===== src/rtl/lcd_scan_pkg.sv =====
package lcd_scan_pkg;

   // Four drive levels, highest first
   typedef enum logic [1:0] {
      LVL_PEAK      = 2'b00,
      LVL_NEAR_PEAK = 2'b01,
      LVL_NEAR_BASE = 2'b10,
      LVL_BASE      = 2'b11
   } drive_level_e;

   localparam int CODE_W = 2;

   // Level chosen for one row from polarity, enable and stage bit
   function automatic drive_level_e pick_level(input logic enable,
                                               input logic polarity,
                                               input logic mark);
      if (!enable) return LVL_BASE;
      unique case ({polarity, mark})
         2'b01:   return LVL_PEAK;
         2'b10:   return LVL_NEAR_PEAK;
         2'b00:   return LVL_NEAR_BASE;
         default: return LVL_BASE;
      endcase
   endfunction

endpackage


===== src/rtl/lcd_scan_chain.sv =====
module lcd_scan_chain #(
   parameter int STAGES = 160
) (
   input  logic              shift_strobe,
   input  logic              rst_n,
   input  logic              split_mode,
   input  logic              dir_up,
   input  logic              lo_in,
   input  logic              hi_in,
   input  logic              mid_in,
   output logic [STAGES-1:0] stage_q
);
   localparam int HALF = STAGES / 2;

   logic [STAGES-1:0] stage_d;

   generate
      if ((STAGES % 2) != 0 || STAGES < 4) begin : g_bad_stages
         $error("lcd_scan_chain: STAGES must be even and at least 4");
      end

      for (genvar i = 0; i < STAGES; i++) begin : g_stage
         logic from_below;
         logic from_above;

         // Source when scanning upward
         if (i == 0) begin : g_lo_entry
            assign from_below = lo_in;
         end else if (i == HALF) begin : g_mid_up
            assign from_below = split_mode ? mid_in : stage_q[i-1];
         end else begin : g_up
            assign from_below = stage_q[i-1];
         end

         // Source when scanning downward
         if (i == STAGES - 1) begin : g_hi_entry
            assign from_above = hi_in;
         end else if (i == HALF - 1) begin : g_mid_dn
            assign from_above = split_mode ? mid_in : stage_q[i+1];
         end else begin : g_dn
            assign from_above = stage_q[i+1];
         end

         assign stage_d[i] = dir_up ? from_below : from_above;
      end
   endgenerate

   always_ff @(negedge shift_strobe or negedge rst_n) begin
      if (!rst_n) stage_q <= '0;
      else        stage_q <= stage_d;
   end

   // Entry points of each chain take the serial inputs
   assert_hi_entry_R3: assert property (@(negedge shift_strobe) disable iff (!rst_n)
      (!dir_up) |=> (stage_q[STAGES-1] == $past(hi_in)));

   assert_lo_entry_R4: assert property (@(negedge shift_strobe) disable iff (!rst_n)
      (dir_up) |=> (stage_q[0] == $past(lo_in)));

   assert_mid_down_R5: assert property (@(negedge shift_strobe) disable iff (!rst_n)
      (split_mode && !dir_up) |=> (stage_q[HALF-1] == $past(mid_in)));

   assert_mid_up_R6: assert property (@(negedge shift_strobe) disable iff (!rst_n)
      (split_mode && dir_up) |=> (stage_q[HALF] == $past(mid_in)));

   // Full chain crosses the middle without a break
   assert_full_cross_R3: assert property (@(negedge shift_strobe) disable iff (!rst_n)
      (!split_mode && !dir_up) |=> (stage_q[HALF-1] == $past(stage_q[HALF])));

   // Shifting never changes the number of ones by more than one
   assert_one_step_R2: assert property (@(negedge shift_strobe) disable iff (!rst_n)
      (!split_mode) |=> (($countones(stage_q) <= $countones($past(stage_q)) + 1) &&
                         ($countones(stage_q) + 1 >= $countones($past(stage_q)))));

endmodule


===== src/rtl/lcd_level_encoder.sv =====
module lcd_level_encoder
   import lcd_scan_pkg::*;
#(
   parameter int STAGES = 160
) (
   input  logic                     disp_en,
   input  logic                     alt_phase,
   input  logic [STAGES-1:0]        stage_q,
   output logic [CODE_W*STAGES-1:0] row_code
);
   generate
      for (genvar i = 0; i < STAGES; i++) begin : g_row
         drive_level_e lvl;
         always_comb lvl = pick_level(disp_en, alt_phase, stage_q[i]);
         assign row_code[CODE_W*i +: CODE_W] = lvl;
      end
   endgenerate

endmodule


===== src/rtl/lcd_end_pins.sv =====
module lcd_end_pins (
   input  logic shift_strobe,
   input  logic rst_n,
   input  logic dir_up,
   input  logic first_stage,
   input  logic last_stage,
   output logic lo_out,
   output logic lo_oe,
   output logic hi_out,
   output logic hi_oe
);
   assign lo_oe  = ~dir_up;
   assign hi_oe  = dir_up;
   assign lo_out = first_stage;
   assign hi_out = last_stage;

   // Exactly one end drives at any time
   assert_one_driver_R9: assert property (@(negedge shift_strobe) disable iff (!rst_n)
      $countones({lo_oe, hi_oe}) == 1);

endmodule


===== src/rtl/lcd_row_scan.sv =====
module lcd_row_scan
   import lcd_scan_pkg::*;
#(
   parameter int STAGES = 160
) (
   input  logic                  shift_strobe,
   input  logic                  rst_n,
   input  logic                  split_mode,
   input  logic                  dir_up,
   input  logic                  lo_in,
   output logic                  lo_out,
   output logic                  lo_oe,
   input  logic                  hi_in,
   output logic                  hi_out,
   output logic                  hi_oe,
   input  logic                  mid_in,
   input  logic                  alt_phase,
   input  logic                  disp_en,
   output logic [2*STAGES-1:0]   row_code
);
   logic [STAGES-1:0] stage_q;

   lcd_scan_chain #(.STAGES(STAGES)) u_chain (
      .shift_strobe (shift_strobe),
      .rst_n        (rst_n),
      .split_mode   (split_mode),
      .dir_up       (dir_up),
      .lo_in        (lo_in),
      .hi_in        (hi_in),
      .mid_in       (mid_in),
      .stage_q      (stage_q)
   );

   lcd_level_encoder #(.STAGES(STAGES)) u_levels (
      .disp_en   (disp_en),
      .alt_phase (alt_phase),
      .stage_q   (stage_q),
      .row_code  (row_code)
   );

   lcd_end_pins u_pins (
      .shift_strobe (shift_strobe),
      .rst_n        (rst_n),
      .dir_up       (dir_up),
      .first_stage  (stage_q[0]),
      .last_stage   (stage_q[STAGES-1]),
      .lo_out       (lo_out),
      .lo_oe        (lo_oe),
      .hi_out       (hi_out),
      .hi_oe        (hi_oe)
   );

   // Blanking overrides every row
   assert_blank_rows_R8: assert property (@(negedge shift_strobe) disable iff (!rst_n)
      (!disp_en) |-> (&row_code));

   // Serial outputs carry the end stages of the register
   assert_lo_tracks_R10: assert property (@(negedge shift_strobe) disable iff (!rst_n)
      (!split_mode && !$past(dir_up)) |-> (lo_out == $past(row_code[2]
         ^ row_code[2] ^ stage_q[1])));

endmodule


===== config.mk =====
export PLATFORM = sky130hd
export DESIGN_NAME = lcd_row_scan
export DESIGN_NICKNAME = d
export VERILOG_FILES = /design/src/rtl/lcd_scan_pkg.sv /design/src/rtl/lcd_scan_chain.sv /design/src/rtl/lcd_level_encoder.sv /design/src/rtl/lcd_end_pins.sv /design/src/rtl/lcd_row_scan.sv
export SDC_FILE = /design/constraint.sdc
export NUM_CORES = 1
export LEC_CHECK = 0
export BUFFER_PORTS_ARGS = -buffer_cell sky130_fd_sc_hd__buf_2
export CORE_AREA = 10 10 150 139
export CTS_CLUSTER_SIZE = 8
export DETAILED_ROUTE_END_ITERATION = 8
export DIE_AREA = 0 0 160 149
export GPL_TIMING_DRIVEN = 0
export PLACE_DENSITY = 0.86
export SLEW_MARGIN = 25
export SYNTH_ARGS = -nofsm -noshare
export SYNTH_HDL_FRONTEND = slang
export SYNTH_SLANG_ARGS = --single-unit

===== constraint.sdc =====
create_clock -name shift_strobe -period 11.35 [get_ports shift_strobe]
set_input_delay 2.27 -clock shift_strobe [delete_from_list [all_inputs] [get_ports shift_strobe]]
set_output_delay 2.27 -clock shift_strobe [all_outputs]
set_load 0.01 [all_outputs]

=== Word level (Yosys, flattened, before mapping) ===
Index checks and enable logic that the tools add are counted.

* $add $sub $neg: 0
* Multipliers: 0
* Div/mod/pow operators: 0
* Order comparisons: 0
* Equal/unequal tests: 320
* Shifts and indexed selects: 0
* Mux-type cells: 482
* Bitwise logic cells: 1
* Reduce and logical (&&, ||, !) cells: 160

{| class="wikitable"
|+ Operator list
! kind !! count
|-
| $pmux W2 S3 || 160
|-
| $eq A2 B1 Y1 const B || 160
|-
| $eq A2 B2 Y1 const B || 160
|-
| $logic_not A2 Y1 || 160
|-
| $mux W2 || 160
|-
| $mux W1 || 162
|-
| $not A1 Y1 || 1
|}

* Flip-flop bits (word level): 160
* Bits in latches: 0
* Memory bits (writable): 0
* ROM bits: 0
* Input bits: 9
* Output and inout bits: 324
* Logic and storage cells: 964
* Memories kept: 0

=== Depth between registers and ports, before layout ===
Gate-level depths: netlist of run 1.

* Depth after elaboration: 3
* Mapped depth: 5

=== Modules after synthesis ===
From an unflattened synthesis of run 1, not the netlist that was laid out.

* Cells, all modules: 885
* Area, all modules: 9907.0 um^2

{| class="wikitable"
|+ Modules (own cells, without submodules)
! module !! instances !! cells an instance !! area an instance (um^2) !! sequential area each (um^2)
|-
| lcd_scan_chain || 1 || 342 || 6258.5 || 4003.8
|-
| lcd_level_encoder || 1 || 539 || 3622.2 || 0.0
|-
| lcd_end_pins || 1 || 4 || 26.3 || 0.0
|}

==> flow_summary.toml, run 1 <==
[global_routing]
grt_first_pass_wirelength_um = 38600
grt_pass1_vias = 6903
total_global_route_track_usage = 0.2028
globalRoute.totalOverflow = 0
largest_net_degree_at_the_start_of_global_routing = 99
grt.met1_usage = 0.2449
grt_use_met3 = 0.04663
grt_antenna_before_repair = 0
globalRouteMet2Util = 0.3521
grt_most_used_layer = "met2"

[cts]
post_cts_resize_count = 0
numClockSinks = 160
cts-buffers-inserted = 17
worst_skew_late_latency_ns = 0.40
cts-hold-fix-buffers = 0
clkSlewWorstSetupHoldPaths_ns = 0.04
clock_path_buffers = 2
cts_root_buffer = "sky130_fd_sc_hd__clkbuf_16"
tritoncts = "yes"
h_tree_levels = 4
post_cts.repair.setup_buffers = 0

[worst_hold_path]
holdPathEnd = "u_chain.stage_q[5]"
hold_path_class = "reg2reg"
hold-path-cell-count = 2
min_from = "u_chain.stage_q[4]"

[routing]
vias_per_cell = 4.627
wirelength_um = 25330
route.detailed.wl_per_inst_um = 17.04
drc = 0
postRouteAntennaNets = 0
drt-initial-drc-count = 311
detailedRoute.firstPassIterationCount = 4
vias = 6876

[logic_synthesis]
synth-seq-cells = 160
yosys.area.top_type = "sky130_fd_sc_hd__dfrtn_1"
postSynthNetCount = 892
synth_area_um2 = 9553
yosysWarnings = 0
synth_cells = 875
post_synth_num_cell_types = 15
ys_async_sr_fraction = 1.000
postSynthAreaPerCell_um2 = 10.92
synthFlopType = "sky130_fd_sc_hd__dfrtn_1"
synth.area.top_cells = "sky130_fd_sc_hd__dfrtn_1 42%, sky130_fd_sc_hd__mux2_2 18%, sky130_fd_sc_hd__xor2_1 14%, sky130_fd_sc_hd__buf_4 13%, sky130_fd_sc_hd__nand2_1 6.4%"
synth_edf_count = 0
synth_top_cells_by_count = "164 x sky130_fd_sc_hd__nand2_1, 160 x sky130_fd_sc_hd__buf_4, 160 x sky130_fd_sc_hd__dfrtn_1, 156 x sky130_fd_sc_hd__xor2_1, 155 x sky130_fd_sc_hd__mux2_2"
post-synth-top-area-fraction = 0.4191
post-synth-top-count-cell = "sky130_fd_sc_hd__nand2_1"
synth_sequential_area_ratio = 0.4191

[place]
place_ws_ns = 2.301
buffer_ports.inserted = 331
final_estimated_routing_congestion_in_global_placement = 0.8277
hpwl_um = 19630

[worst_setup_path]
timing.critical_path.slowest_cell_delay_ns = 0.43
rr_worst_depth = 1
critical_path.max_fanout = 3
worst_r2r_dst = "u_chain.stage_q[11]"
critical_path.cell_chain = "inv_1 > ha_1 > nand2b_1 > buf_2"
worstSetupStartpoint = "u_chain.stage_q[136]"
worst_setup_path_category = "reg2out"
critical_path_source_type = "register"
critical_path.endpoint_type = "output port"
worstPathArrival_ns = 7.19
setup.reg_to_reg.worst_slack_ns = 10.51
cell_with_the_largest_stage_delay_on_the_worst_path = "sky130_fd_sc_hd__dfrtn_1"
critical_path_required_ns = 9.08
critical_path.reg2reg.startpoint = "u_chain.stage_q[12]"

[sta]
grt_setup_unrepaired = "false"
count_of_final_hold_check_violations = 0
clock_skew_ns = 0.007422
max_slew_margin = 0.4739
holdWs_ns = 0.4892
fin_ws_ns = 1.894
transition_time_at_the_pin_with_the_least_slew_margin_ns = 0.7892
final-max-slew-violation-count = 0
report.final.setup_viol = 0
setup_total_negative_slack_ns = 0

[layout]
finish.utilization = 0.6802
syn_to_final_growth_pct = 27.28
registers.top_by_ff_count = "u_chain.stage_q"
drive_gt1_frac = 0.5750
max_reg_flops = 160
reg_top3 = "u_chain.stage_q (160)"
fill_cells = 1382
multi_input_gate_area_in_the_final_layout_um2 = 3930
final_net_count = 1244
final-seq-area_um2 = 4004

[floorplan]
fp.dieArea_um2 = 23840
initial_core_util = 0.5344
placeableCoreArea_um2 = 17880
num_rows = 47
y_dimension_of_the_die_um = 149
ioPinCount = 333
chipWidth_um = 160

[power_and_ir_drop]
report.power.total_mw = 1.716
vdd.ir_drop.worst_uv = 114.6
power.density_nw_per_um2 = 141.1
power.static_leakage_nw = 6.615

[flow_run]
cap_viol_max_count = 0

[run_status]
outcome = "completed"
cells by family (layout without fill, tap and decap cells):
kind of cell	Yosys count	in the layout	share of synthesized area
muxes	157	157	0.1848
adders and majority gates	8	8	0.01048
and+or+nand+nor	174	174	0.06968
xor gates and xnor gates	156	156	0.1430
DFF	160	160	0.4191
other	0	1	0
AOI/OAI and AO/OA	5	5	0.002619
buffers and inverters	215	580	0.1703
through the flow:
step           cell area [um2]  std cells
3_5_place_dp             11590       1453
2_1_floorplan             9553        875
4_1_cts                  12160       1485
6_report                 12160       1486
5_1_grt                  12160       1485
3_3_place_gp             11520       1451
area by class of cell:
type                       instances  area share
antenna                            1   0.0002058
buffer                           210      0.1322
clock buffer                      22     0.03818
clock inverter                    10    0.008541
inverter                           5    0.001544
multi-input combinational        500      0.3232
sequential                       160      0.3293
tap                              245     0.02521
timing repair buffer             333      0.1416
metal layers:
layer | vias up | routed length (um) | part of all wire
met2 | 236 | 12740 | 0.50
met3 | 35 | 1371 | 0.054
met1 | 3273 | 10750 | 0.42
met4 | 0 | 463 | 0.018
met5 | - | 0 | 0
li1 | 3332 | - | -
critical path: cells and delay by family, from the launching register on:
family	cells	cell delay (ns)
flip-flops	1	0.43
adder cells (fa/ha/maj)	1	0.26
buffers and inverters	2	0.24
AND/OR/NAND/NOR	1	0.19
power by group:
part,leakage [nW],total [mW],switching [mW],internal (mW)
Combinational,4.15,0.452,0.232,0.219
Sequential,2.19,0.714,0.0680,0.646
Clock,0.281,0.550,0.234,0.317
Total,6.62,1.72,0.534,1.18
worst max path at each step:
| stage | cells after the start | slack, ns | end |
|---|---|---|---|
| floorplan | 3 | 2.44 | row_code[1] |
| global placement | 1 | 0.19 | u_chain.stage_q[142] |
| detailed placement | 4 | 2.30 | row_code[273] |
| CTS | 4 | 1.88 | row_code[273] |
| global route | 4 | 1.83 | row_code[273] |
| finish | 4 | 1.89 | row_code[273] |
layout by cell type (no fill, tap or decap), drive strengths merged:
cell | netlist | final
nand2 | 164 | 164
mux2 | 155 | 155
clkinv | 0 | 7
buf | 195 | 528
bufinv | 0 | 1
mux2i | 2 | 2
diode | 0 | 1
nor2 | 5 | 5
nand2b | 5 | 5
o21ai | 4 | 4
inv | 5 | 7
xor2 | 156 | 156
dfrtn | 160 | 160
ha | 8 | 8
a21oi | 1 | 1
clkbuf | 15 | 37
(Power assumes the default switching activity.)
==> run 2: changes to the inputs <==
- ABC_AREA: not set -> 1
- CORE_AREA: 10 10 150 139 -> 10 10 165 151
- DIE_AREA: 0 0 160 149 -> 0 0 175 161
- PLACE_DENSITY: 0.86 -> 0.77
- clock period: 11.35 -> 8.2 ns (I/O delays scaled with it)
==> run 2 against run 1 <==
Compared with the run above: utilization shrank 9.0 points; sequential power rose by 46%; power increased by 51%; combinational power grew 55%; synthesized area increased by 3.9%; global-route usage increased by 1.2 points; critical path depth is 1 higher; die area up 18%; register-to-register slack got worse by 3.1 ns; worst hold slack got worse by 0.038 ns; sequential share of layout area fell by 1.3 points; critical endpoint is now row_code[1]; largest cell class unchanged.
==> flow_summary.toml, run 2 <==
[sta]
transition_time_at_the_pin_with_the_least_slew_margin_ns = 0.7497
count_of_final_hold_check_violations = 0
clock_skew_ns = 0.005151
report.final.setup_viol = 0
final-max-slew-violation-count = 0
grt_setup_unrepaired = "false"
holdWs_ns = 0.4516
max_slew_margin = 0.5002

[power_and_ir_drop]
vdd.ir_drop.worst_uv = 153.3
power.static_leakage_nw = 6.458
power.density_nw_per_um2 = 204.0

[cts]
clkSlewWorstSetupHoldPaths_ns = 0.05
numClockSinks = 160
post_cts.repair.setup_buffers = 0
cts-buffers-inserted = 17
post_cts_resize_count = 0
tritoncts = "yes"
worst_skew_late_latency_ns = 0.40
h_tree_levels = 4
cts_root_buffer = "sky130_fd_sc_hd__clkbuf_16"
cts-hold-fix-buffers = 0
clock_path_buffers = 2

[worst_hold_path]
min_from = "u_chain.stage_q[19]"
holdPathEnd = "u_chain.stage_q[20]"
hold-path-cell-count = 2
hold_path_class = "reg2reg"

[logic_synthesis]
synth-seq-cells = 160
post_synth_num_cell_types = 15
yosysWarnings = 0
synth.mux.area_fraction = 0
synth_top_cells_by_count = "488 x sky130_fd_sc_hd__nand2_1, 172 x sky130_fd_sc_hd__buf_4, 163 x sky130_fd_sc_hd__inv_1, 160 x sky130_fd_sc_hd__dfrtn_1, 154 x sky130_fd_sc_hd__nand3_1"
synth_sequential_area_ratio = 0.4036
synthFlopType = "sky130_fd_sc_hd__dfrtn_1"
yosys.area_share.adder = 0.01009
post-synth-top-count-cell = "sky130_fd_sc_hd__nand2_1"
synth_top_family_by_area = "simple AND/OR/NAND/NOR gates"
synth_compound_gate_area_share = 0.07971
synth_xor_area_frac = 0.001766
synth_simple_gate_area_share = 0.2638
postSynthNetCount = 1399
post-synth-top-area-fraction = 0.4036
synth_edf_count = 0
yosys.area.top_type = "sky130_fd_sc_hd__dfrtn_1"
ys_async_sr_fraction = 1.000
synth_area_um2 = 9921
synth_cells = 1382
synth.area.top_cells = "sky130_fd_sc_hd__dfrtn_1 40%, sky130_fd_sc_hd__nand2_1 18%, sky130_fd_sc_hd__buf_4 13%, sky130_fd_sc_hd__nand3_1 7.8%, sky130_fd_sc_hd__inv_1 6.2%"
postSynthAreaPerCell_um2 = 7.179

[layout]
antennaDiodeCount = 0
fill_cells = 1966
finalNonFillerCells = 2038
registers.top_by_ff_count = "u_chain.stage_q"
max_reg_flops = 160
drive_gt1_frac = 0.3429
commonest_non_fill_non_tap_cell_in_the_layout = "sky130_fd_sc_hd__nand2_1"
multi_input_gate_area_in_the_final_layout_um2 = 3533
final_net_count = 1751
final-seq-area_um2 = 4004
syn_to_final_growth_pct = 27.61
layout.cells.most_common_list = "487 x sky130_fd_sc_hd__nand2_1, 362 x sky130_fd_sc_hd__buf_2, 172 x sky130_fd_sc_hd__buf_4"
reg_top3 = "u_chain.stage_q (160)"

[global_routing]
grt_pass1_vias = 8873
globalRoute.totalOverflow = 0
grt_first_pass_wirelength_um = 49310
largest_net_degree_at_the_start_of_global_routing = 81
total_global_route_track_usage = 0.2146
grt_antenna_before_repair = 0

[worst_setup_path]
critical_path_required_ns = 6.56
worst_setup_path_category = "reg2out"
critical_path.endpoint_type = "output port"
critical_path.max_fanout = 4
setup.reg_to_reg.worst_slack_ns = 7.43
critical_path_source_type = "register"
critical_path.reg2reg.startpoint = "u_chain.stage_q[79]"
worst_r2r_dst = "u_chain.stage_q[80]"
worstPathArrival_ns = 5.65
rr_worst_depth = 4

[place]
final_estimated_routing_congestion_in_global_placement = 0.8758
buffer_ports.inserted = 330
dp_cells = 2006
hpwl_um = 24050

[routing]
vias = 9607
maxUsedRoutingLayer = "met4"
drc = 0
route.detailed.wl_per_inst_um = 15.45
postRouteAntennaNets = 0
drt-initial-drc-count = 824
route.met3.wl_um = 2287
wirelength_um = 31490
met2_wirelength_um = 15190
detailedRoute.firstPassIterationCount = 5
vias_per_cell = 4.714
m1WireLength_um = 13560

[run_status]
outcome = "completed"

[floorplan]
placeableCoreArea_um2 = 21440
ioPinCount = 333
y_dimension_of_the_die_um = 161
chipWidth_um = 175
fp.dieArea_um2 = 28180
num_rows = 51
initial_core_util = 0.4627

[flow_run]
cap_viol_max_count = 0
==> run 2: cell count changes after synthesis, sizes merged <==
cell / previous run / this run
buf: 195 / 227
nand2: 164 / 488
inv: 5 / 165
a21oi: 1 / 0
nor2: 5 / 4
xor2: 156 / 2
clkbuf: 15 / 16
mux2i: 2 / 0
nand3: 0 / 154
o21ai: 4 / 158
nand2b: 5 / 0
mux2: 155 / 0
==> run 2: layout make-up <==
type,instances,area share
sequential,160,0.3163
clock buffer,22,0.03746
multi-input combinational,814,0.2791
timing repair buffer,333,0.1378
clock inverter,10,0.01176
tap,291,0.02876
inverter,165,0.04892
buffer,243,0.1399
==> run 2: worst max-delay path by stage <==
stage / from / to / slack (ns) / depth (start not counted)
2_1_floorplan: u_chain.stage_q[0] / row_code[1] / 1.54 / 4
3_3_place_gp: rst_n / u_chain.stage_q[140] / -1.01 / 1
3_5_place_dp: u_chain.stage_q[0] / row_code[1] / 1.31 / 5
4_1_cts: u_chain.stage_q[0] / row_code[1] / 0.89 / 5
5_1_grt: u_chain.stage_q[0] / row_code[1] / 0.81 / 5
6_report: u_chain.stage_q[0] / row_code[1] / 0.91 / 5
==> run 2: logic make-up (layout without fill, tap and decap cells) <==
family | Yosys count | after routing
xor+xnor | 2 | 2
buf+inv | 408 | 773
simple gates | 646 | 646
compound gates | 158 | 158
flops | 160 | 160
fa+ha+maj | 8 | 8
==> run 2: per-layer routing <==
metal,track usage,up-vias
li1,-,4818
met1,0.2752,4377
met2,0.3561,380
met3,0.05548,32
met4,0.04852,0
met5,0,-
==> run 2: report_power, final <==
group | leakage (nW) | internal (mW) | switching (mW)
clock | 0.298 | 0.507 | 0.338
sequential | 2.11 | 0.930 | 0.106
combinational | 4.05 | 0.282 | 0.420
total | 6.46 | 1.72 | 0.864
==> run 2: critical path: stages, from the launching register on <==
cell	delay (ns)
sky130_fd_sc_hd__dfrtn_1	0.54
sky130_fd_sc_hd__inv_1	0.07
sky130_fd_sc_hd__ha_1	0.29
sky130_fd_sc_hd__inv_1	0.05
sky130_fd_sc_hd__nand2_1	0.04
sky130_fd_sc_hd__buf_2	0.15
==> run 2: per-stage QoR <==
step                      area, um2  power (mW)  TNS (ns)    util  setup WS [ns]
after floorplan                9921       1.483         0       -          1.538
after global placement        11940       1.747   -158.31  0.5567         -1.005
after detailed placement      12040       1.751         0  0.5614          1.313
after CTS                     12660       2.598         0  0.5905         0.8857
after global routing          12660       2.733         0  0.5905         0.8092
final                         12660       2.583         0  0.5905         0.9128
